===== src/rtl/ep_dma_pkg.sv =====
package ep_dma_pkg;

   typedef enum logic [1:0] {
      SEL_ENABLE  = 2'd0,
      SEL_PENDING = 2'd1,
      SEL_SUMMARY = 2'd2,
      SEL_PROCEED = 2'd3
   } rd_sel_e;

   localparam int unsigned SRC_WORD_W = 32;

endpackage


===== src/rtl/ep_dma_slice.sv =====
module ep_dma_slice #(
   parameter bit LOCKED = 1'b0
) (
   input  logic clk,
   input  logic rst_n,
   input  logic set_hit,
   input  logic clr_hit,
   input  logic busy,
   input  logic err,
   output logic en,
   output logic pend
);

   localparam logic OPEN = ~LOCKED;

   logic set_ok;
   logic en_q;
   logic pend_q;

   assign set_ok = set_hit & OPEN;

   always_ff @(posedge clk) begin
      if (!rst_n) begin
         en_q   <= 1'b0;
         pend_q <= 1'b0;
      end else if (err) begin
         en_q   <= 1'b0;
         pend_q <= 1'b0;
      end else if (clr_hit) begin
         if (busy) begin
            pend_q <= en_q;
         end else begin
            en_q   <= 1'b0;
            pend_q <= 1'b0;
         end
      end else if (set_ok) begin
         en_q   <= 1'b1;
         pend_q <= 1'b0;
      end else if (pend_q && !busy) begin
         en_q   <= 1'b0;
         pend_q <= 1'b0;
      end
   end

   assign en   = en_q;
   assign pend = pend_q;


   err_clears_chk: assert property (@(posedge clk) disable iff (!rst_n)
      err |=> (!en_q && !pend_q));

   busy_hold_chk: assert property (@(posedge clk) disable iff (!rst_n)
      (clr_hit && busy && en_q && !err) |=> (en_q && pend_q));

   idle_clear_chk: assert property (@(posedge clk) disable iff (!rst_n)
      (clr_hit && !busy && !err) |=> !en_q);

   clr_over_set_chk: assert property (@(posedge clk) disable iff (!rst_n)
      (clr_hit && set_hit && !busy) |=> !en_q);

   pend_needs_en_chk: assert property (@(posedge clk) disable iff (!rst_n)
      pend_q |-> en_q);

   release_chk: assert property (@(posedge clk) disable iff (!rst_n)
      (pend_q && !busy && !err && !clr_hit && !set_hit) |=> !en_q);

endmodule


===== src/rtl/ep_dma_proceed.sv =====
module ep_dma_proceed (
   input  logic clk,
   input  logic rst_n,
   input  logic raise,
   input  logic drop,
   output logic flag
);

   logic flag_q;

   always_ff @(posedge clk) begin
      if (!rst_n)      flag_q <= 1'b0;
      else if (drop)   flag_q <= 1'b0;
      else if (raise)  flag_q <= 1'b1;
   end

   assign flag = flag_q;


   proceed_drop_chk: assert property (@(posedge clk) disable iff (!rst_n)
      drop |=> !flag_q);

   proceed_raise_chk: assert property (@(posedge clk) disable iff (!rst_n)
      (raise && !drop) |=> flag_q);

endmodule


===== src/rtl/ep_dma_irq_sum.sv =====
module ep_dma_irq_sum #(
   parameter int unsigned NUM_SRC = 4,
   parameter int unsigned SRC_W   = 32
) (
   input  logic [NUM_SRC*SRC_W-1:0] src,
   output logic [NUM_SRC-1:0]       summary
);

   for (genvar k = 0; k < NUM_SRC; k++) begin : g_or
      assign summary[k] = |src[k*SRC_W +: SRC_W];
   end

endmodule


===== src/rtl/ep_dma_rd_port.sv =====
module ep_dma_rd_port #(
   parameter int unsigned DW = 32
) (
   input  logic          clk,
   input  logic          rst_n,
   input  logic [1:0]    sel,
   input  logic [DW-1:0] w_enable,
   input  logic [DW-1:0] w_pending,
   input  logic [DW-1:0] w_summary,
   input  logic [DW-1:0] w_proceed,
   output logic [DW-1:0] data
);

   import ep_dma_pkg::*;

   rd_sel_e       sel_e;
   logic [DW-1:0] mux_d;
   logic [DW-1:0] data_q;

   assign sel_e = rd_sel_e'(sel);

   always_comb begin
      unique case (sel_e)
         SEL_ENABLE:  mux_d = w_enable;
         SEL_PENDING: mux_d = w_pending;
         SEL_SUMMARY: mux_d = w_summary;
         SEL_PROCEED: mux_d = w_proceed;
         default:     mux_d = '0;
      endcase
   end

   always_ff @(posedge clk) begin
      if (!rst_n) data_q <= '0;
      else        data_q <= mux_d;
   end

   assign data = data_q;


   rd_enable_lat_chk: assert property (@(posedge clk) disable iff (!rst_n)
      (sel == 2'd0) |=> (data_q == $past(w_enable)));

   rd_proceed_lat_chk: assert property (@(posedge clk) disable iff (!rst_n)
      (sel == 2'd3) |=> (data_q == $past(w_proceed)));

endmodule


===== src/rtl/ep_dma_ctrl.sv =====
module ep_dma_ctrl #(
   parameter int unsigned NUM_EP   = 32,
   parameter int unsigned NUM_CTRL = 2,
   parameter int unsigned NUM_SRC  = 4
) (
   input  logic                                      clk,
   input  logic                                      rst_n,
   input  logic                                      set_we,
   input  logic [NUM_EP-1:0]                         set_data,
   input  logic                                      clr_we,
   input  logic [NUM_EP-1:0]                         clr_data,
   input  logic [NUM_EP-1:0]                         ep_busy,
   input  logic [NUM_EP-1:0]                         ep_err,
   input  logic                                      proceed_pulse,
   input  logic [NUM_SRC*ep_dma_pkg::SRC_WORD_W-1:0] irq_src,
   input  logic [1:0]                                rd_addr,
   output logic [NUM_EP-1:0]                         rd_data
);

   localparam int unsigned SRC_W = ep_dma_pkg::SRC_WORD_W;
   localparam int unsigned PAD_W = NUM_EP - NUM_SRC;

   if (NUM_EP < 2 || NUM_EP > 32) begin : g_bad_ep
      $error("NUM_EP must lie in 2..32");
   end
   if (NUM_CTRL >= NUM_EP) begin : g_bad_ctrl
      $error("NUM_CTRL must be below NUM_EP");
   end
   if (NUM_SRC < 1 || NUM_SRC > NUM_EP) begin : g_bad_src
      $error("NUM_SRC must lie in 1..NUM_EP");
   end

   logic [NUM_EP-1:0]  en_vec;
   logic [NUM_EP-1:0]  pend_vec;
   logic [NUM_SRC-1:0] sum_vec;
   logic [NUM_EP-1:0]  sum_wide;
   logic [NUM_EP-1:0]  proc_wide;
   logic               proc_flag;

   for (genvar i = 0; i < NUM_EP; i++) begin : g_ep
      ep_dma_slice #(
         .LOCKED (i < NUM_CTRL)
      ) u_slice (
         .clk     (clk),
         .rst_n   (rst_n),
         .set_hit (set_we & set_data[i]),
         .clr_hit (clr_we & clr_data[i]),
         .busy    (ep_busy[i]),
         .err     (ep_err[i]),
         .en      (en_vec[i]),
         .pend    (pend_vec[i])
      );
   end

   ep_dma_proceed u_proceed (
      .clk   (clk),
      .rst_n (rst_n),
      .raise (proceed_pulse),
      .drop  (clr_we),
      .flag  (proc_flag)
   );

   ep_dma_irq_sum #(
      .NUM_SRC (NUM_SRC),
      .SRC_W   (SRC_W)
   ) u_sum (
      .src     (irq_src),
      .summary (sum_vec)
   );

   if (PAD_W == 0) begin : g_sum_full
      assign sum_wide = sum_vec;
   end else begin : g_sum_pad
      assign sum_wide = {{PAD_W{1'b0}}, sum_vec};
   end

   assign proc_wide = {{(NUM_EP-1){1'b0}}, proc_flag};

   ep_dma_rd_port #(
      .DW (NUM_EP)
   ) u_rd (
      .clk       (clk),
      .rst_n     (rst_n),
      .sel       (rd_addr),
      .w_enable  (en_vec),
      .w_pending (pend_vec),
      .w_summary (sum_wide),
      .w_proceed (proc_wide),
      .data      (rd_data)
   );


   ctrl_locked_chk: assert property (@(posedge clk) disable iff (!rst_n)
      set_we |=> (en_vec[NUM_CTRL-1:0] == '0));

   summary_any_chk: assert property (@(posedge clk) disable iff (!rst_n)
      (|irq_src) == (|sum_vec));

endmodule


===== config.mk =====
export PLATFORM = sky130hd
export DESIGN_NAME = ep_dma_ctrl
export DESIGN_NICKNAME = d
export VERILOG_FILES = /design/src/rtl/ep_dma_pkg.sv /design/src/rtl/ep_dma_slice.sv /design/src/rtl/ep_dma_proceed.sv /design/src/rtl/ep_dma_irq_sum.sv /design/src/rtl/ep_dma_rd_port.sv /design/src/rtl/ep_dma_ctrl.sv
export SDC_FILE = /design/constraint.sdc
export NUM_CORES = 1
export LEC_CHECK = 0
export ABC_AREA = 1
export BUFFER_PORTS_ARGS = -buffer_cell sky130_fd_sc_hd__buf_2
export CORE_AREA = 2 2 114 116
export DETAILED_ROUTE_END_ITERATION = 6
export DIE_AREA = 0 0 116 118
export MAX_ROUTING_LAYER = met4
export PLACE_DENSITY_LB_ADDON = 0.12
export SLEW_MARGIN = 20
export SYNTH_ARGS = -nofsm -noshare
export SYNTH_HDL_FRONTEND = slang
export SYNTH_SLANG_ARGS = --single-unit

===== constraint.sdc =====
create_clock -name clk -period 0.9 [get_ports clk]
set_input_delay 0.045 -clock clk [delete_from_list [all_inputs] [get_ports clk]]
set_output_delay 0.045 -clock clk [all_outputs]
set_load 0.02 [all_outputs]

* Word-level counts from Yosys, hierarchy flattened
Cells that the tools add are included.
** Cells by class
- Multiplexer cells :: 187
- Eq/ne operators :: 5
- Reductions and logical operators :: 136
- Bitwise logic cells :: 63
** Operators by type and width (number)
- $mux W1 :: 186
- $pmux W32 S4 :: 1
- $reduce_or A32 Y1 :: 4
- $reduce_bool A3 Y1 :: 30
- $reduce_or A2 Y1 :: 33
- $and A1 B1 Y1 :: 62
- $logic_and A1 B1 Y1 :: 32
- $logic_not A1 Y1 :: 32
- $eq A2 B2 Y1 const B :: 2
- $ne A2 B2 Y1 const B :: 2
- $reduce_and A2 Y1 :: 2
- $reduce_bool A2 Y1 :: 2
- $eq A2 B1 Y1 const B :: 1
- $logic_not A2 Y1 :: 1
- $not A1 Y1 :: 1
** Word-level totals
- Word-level logic and storage cells :: 455
- Input bits :: 263
- Bits in registers :: 95

* Depth between registers and ports, before layout
- Depth in word-level cells :: 5
- Gate-level depth with buffers :: 7
- Depth with buffers taken out :: 6

* Hierarchy
A second synthesis with hierarchy kept.
** Unflattened totals
- Cell total of the unflattened synthesis :: 1125
- Area total of the unflattened synthesis :: 6471.2 um^2
** Modules (own cells, without submodules)
- ep_dma_slice (g_ep[10].u_slice ...) :: area an instance 105.1 um^2, instances 30, cells each 16, seq. area each 40.0 um^2
- ep_dma_rd_port :: area an instance 1978.1 um^2, instances 1, cells each 319, seq. area each 640.6 um^2
- ep_dma_irq_sum :: area an instance 715.7 um^2, instances 1, cells each 180, seq. area each 0.0 um^2
- ep_dma_ctrl :: area an instance 551.8 um^2, instances 1, cells each 135, seq. area each 0.0 um^2
- ep_dma_slice (g_ep[0].u_slice ...) :: area an instance 18.8 um^2, instances 2, cells each 3, seq. area each 0.0 um^2
- ep_dma_proceed :: area an instance 35.0 um^2, instances 1, cells each 5, seq. area each 20.0 um^2

* Worst setup path after synthesis
Ideal clock, no wire load.
- Path kind :: register to register
- From :: register g_ep[10].u_slice.pend_q
- To :: register g_ep[10].u_slice.en_q
- Setup slack :: 0.092 ns
- Stages on the path, launching flop included :: 6
- Required time :: 0.786 ns
- Data arrival time :: 0.694 ns
- Buffers on the path :: 0
- Library setup time :: 0.114 ns
- Cell sequence :: dfxtp_1 -> inv_1 -> o21ai_0 -> nor2_1 -> a21oi_1 -> nor2_1
** Between the ends
- Longest elaborated chain between the ends :: 2
** Ends and longest elaborated chain
- from (decl) :: line ep_dma_slice.sv:18 : logic pend_q;
- from (signal assigned) :: line ep_dma_slice.sv:31 : pend_q <= en_q;
- $logic_and A1 B1 Y1 :: line ep_dma_slice.sv:39 : end else if (pend_q && !busy) begin
- $reduce_bool A3 Y1 (no source line)
- to (signal assigned) :: line ep_dma_slice.sv:33 : en_q <= 1'b0;
- to (signal assigned) :: line ep_dma_slice.sv:37 : en_q <= 1'b1;
- to (signal assigned) :: line ep_dma_slice.sv:40 : en_q <= 1'b0;
- to (decl) :: line ep_dma_slice.sv:17 : logic en_q;
Every way passes these cells.
A chain may end at the register's enable or synchronous reset.

* Worst setup path after layout
- From :: input port ep_busy[25]
- To :: register g_ep[25].u_slice.en_q
** Between the ends
- Longest elaborated chain between the ends :: 3
** Ends and longest elaborated chain
- from (decl) :: line ep_dma_ctrl.sv:12 : input logic [NUM_EP-1:0] ep_busy,
- $logic_not A1 Y1 :: line ep_dma_slice.sv:39
- $logic_and A1 B1 Y1 :: line ep_dma_slice.sv:39
- $reduce_bool A3 Y1 (no source line)
- to (signal assigned) :: line ep_dma_slice.sv:33
- to (signal assigned) :: line ep_dma_slice.sv:37
- to (signal assigned) :: line ep_dma_slice.sv:40
- to (decl) :: line ep_dma_slice.sv:17
Parallel ways exist; a longest one is shown, timed or not.

==> metrics <==
Max stage delay cell, worst path dlygate4sd3_1; clock transition at the register clock pins on the worst setup and hold paths after CTS 60 ps; combined global-route utilization of all metal layers 23.92%; maximum number of pins on one net before global-route repair 37; detail-routed net length per standard cell 12.61 um; area of all placed cells without fillers 7556 um2; critical path's largest stage delay 540 ps; Bufs and invs on worst path 2; sequential cell area fraction in the yosys report 38.42%; CTS tree done; max capacitance violation total 0; number of max-slew violations in the final report 0; Clock Tree Root clkbuf_16; upper clock frequency limit 1102 MHz; cell chain of the critical path dlygate4sd3_1, buf_2, nand3_1, o21ai_0, a21oi_1, nor2_1; failing checks negative setup slack; Inserted Clock Buffers 9; Post-Route Utilization 60.86%; worst path arrival time 1140 ps; Worst Hold Margin 21.60 ps; number of clock sinks 93; setup repair after global routing missed its margin true; leakage 3.462 nW; area share of xor/xnor cells in the synthesized design 0%; DRT antenna net count 0; worst supply voltage drop on vdd 0.001226 V; Starting Density 39.03%; fin crit period 907.2 ps; result of the run complete, but fails checks; compound-cell area share of the yosys netlist 16.19%; first drt pass iteration count 4; diode insertion count for antenna repair 0; register area 1883 um2; placer congestion estimate 0.8659; Slew @ Worst Pin 253.9 ps; Die ar. 13690 um2; slew margin rel. 83.00%; post-synthesis cell area 4846 um2; dpl hpwl 12100 um; kind of path behind the tightest hold check in2reg; H-tree depth 3; total overflow reported by the global router 0; clock latency on the worst-skew pair 340 ps; leading cell types by total area after synthesis dfxtp_1 (38%), nand2_1 (13%), nor2_1 (11%); area share of the largest cell type after synthesis 38.42%; number of register bits inferred by synthesis 93; number of fillers in the final layout 1211; count of boundary I/O pins 295; share of synthesized cell area in and, or, nand and nor gates 35.14%; die height 118 um; instance count of the mapped netlist 776; share of synthesized area spent on multiplexers 0%; area used by multi-input combinational logic 2601 um2; mean instance size in the synthesized netlist 6.245 um2; final setup violation count 1; data required time of the worst path 1140 ps; cell class contributing the biggest share of worst-path delay buffers and inverters; Critical Path Fanout Max 2; startpoint types input port; summed negative setup slack over all endpoints -7.189 ps; via count of the first global-routing pass 5711; drt via density 4.626; Worst Slack Setup Final -7.189 ps; setup slack, reg-to-reg 10 ps; area post-placement 6675 um2; post-synthesis cell type count 21; x dimension of the die 116 um; Clock Path Buffers 2; Worst Setup Slack post-DPL -107.2 ps; startpoint-to-endpoint class of the critical path in2reg; Area growth syn-to-layout 55.93%; Routed WL 16410 um; number of warnings printed during yosys synthesis 0; area share of fa/ha/maj cells after synthesis 0%; num rows 41; number of antenna violations at the first check in global routing 0; fraction of layout instances using a drive strength above 1 36.32%; port bufs 286; CP endpoint kind flip-flop; Post-Route Skew 3.156 ps; Synth area leader dfxtp_1; residual DRC count 0; final hold violation count 0; largest family of logic cells by synthesized area simple AND/OR/NAND/NOR gates; initial DRC count 359; first-pass GRT wire length 25500 um; number of nets in the layout 1388; power density over the cells 1238 nW/um2; total core area 12410 um2; total via count in the routed design 6018; post-route clock period utilization 100.8%; total nets after synthesis 1039
==> kinds of logic after synthesis <==
family,count (synthesis)
compound gates,154
simple gates,415
buf+inv,114
flops,93
==> report_power, final <==
| part | total, mW | internal (mW) | switching (mW) |
|---|---|---|---|
| Sequential | 4.22 | 4.18 | 0.0385 |
| Combinational | 1.68 | 0.864 | 0.812 |
| Clock | 3.46 | 1.93 | 1.53 |
| Total | 9.35 | 6.97 | 2.38 |
==> area by class of cell <==
cell class | count | share of cell area, %
inverters | 89 | 4.421
flip-flops and latches | 93 | 24.92
clock inverters | 2 | 0.1325
repair buffers | 363 | 29.94
well taps | 172 | 2.848
clock buffers | 13 | 3.312
multi-input cells | 569 | 34.43
==> flip-flops by register name, summed over array words and instances (netlist names) <==
name / count
u_proceed.flag: 1
g_ep.u_slice.en: 30
u_rd.data: 32
g_ep.u_slice.pend: 30
==> layout by cell type (no fill, tap or decap), types with 11 or more instances in the layout <==
| master | Yosys | final |
|---|---|---|
| nor2_1 | 148 | 139 |
| or2_1 | 11 | 11 |
| o21ai_1 | 2 | 12 |
| a21oi_2 | 1 | 15 |
| dfxtp_1 | 93 | 76 |
| a21oi_1 | 105 | 91 |
| inv_1 | 80 | 71 |
| dlygate4sd3_1 | 0 | 42 |
| nand2_1 | 173 | 173 |
| buf_2 | 4 | 274 |
| nand3_1 | 71 | 70 |
| dfxtp_2 | 0 | 17 |
| inv_2 | 9 | 18 |
| o21ai_0 | 40 | 21 |
| buf_4 | 1 | 36 |
==> synthesized netlist by cell type (all sizes together) <==
cell and number:
nand2 173, nor2 148, a21oi 106, dfxtp 93, inv 89, nand3 71
o21ai 42, or2 20, buf 13, clkbuf 12, a31oi 4, nor3 2
nor3b 1, o21a 1, o21bai 1
==> final timing paths <==
| path | startpoint | end | cells after the start |
|---|---|---|---|
| max | ep_busy[25] | g_ep[25].u_slice.en | 6 |
| min | set_data[24] | g_ep[24].u_slice.en | 3 |
| max reg2reg | g_ep[5].u_slice.en | g_ep[5].u_slice.en | 4 |
| min reg2reg | g_ep[3].u_slice.pend | g_ep[3].u_slice.pend | 2 |
==> tightest hold or removal path, cell delays in order <==
cell and delay, ps:
buf_2 90, a31oi_1 80, a21oi_1 110
==> routing by layer <==
| layer | track usage, % | share of wire, % |
|---|---|---|
| met2 | 37.17 | 45 |
| met3 | 8.342 | 9.5 |
| met5 | - | 0 |
| met4 | 6.250 | 1.3 |
| met1 | 29.58 | 44 |
==> stage by stage <==
step | power, mW | std cells
4_1_cts | 9.384 | 1298
3_5_place_dp | 5.767 | 1240
6_report | 9.352 | 1301
3_3_place_gp | 5.762 | 1240
2_1_floorplan | 4.959 | 776
5_1_grt | 9.792 | 1301
==> timing repair <==
item,in CTS,in global routing
pin swaps,0,31
buffers inserted,0,4
setup endpoints to repair,2,45
hold buffers,43,0
hold endpoints to repair,61,0
resized for setup,2,91
(Power assumes the default switching activity.)
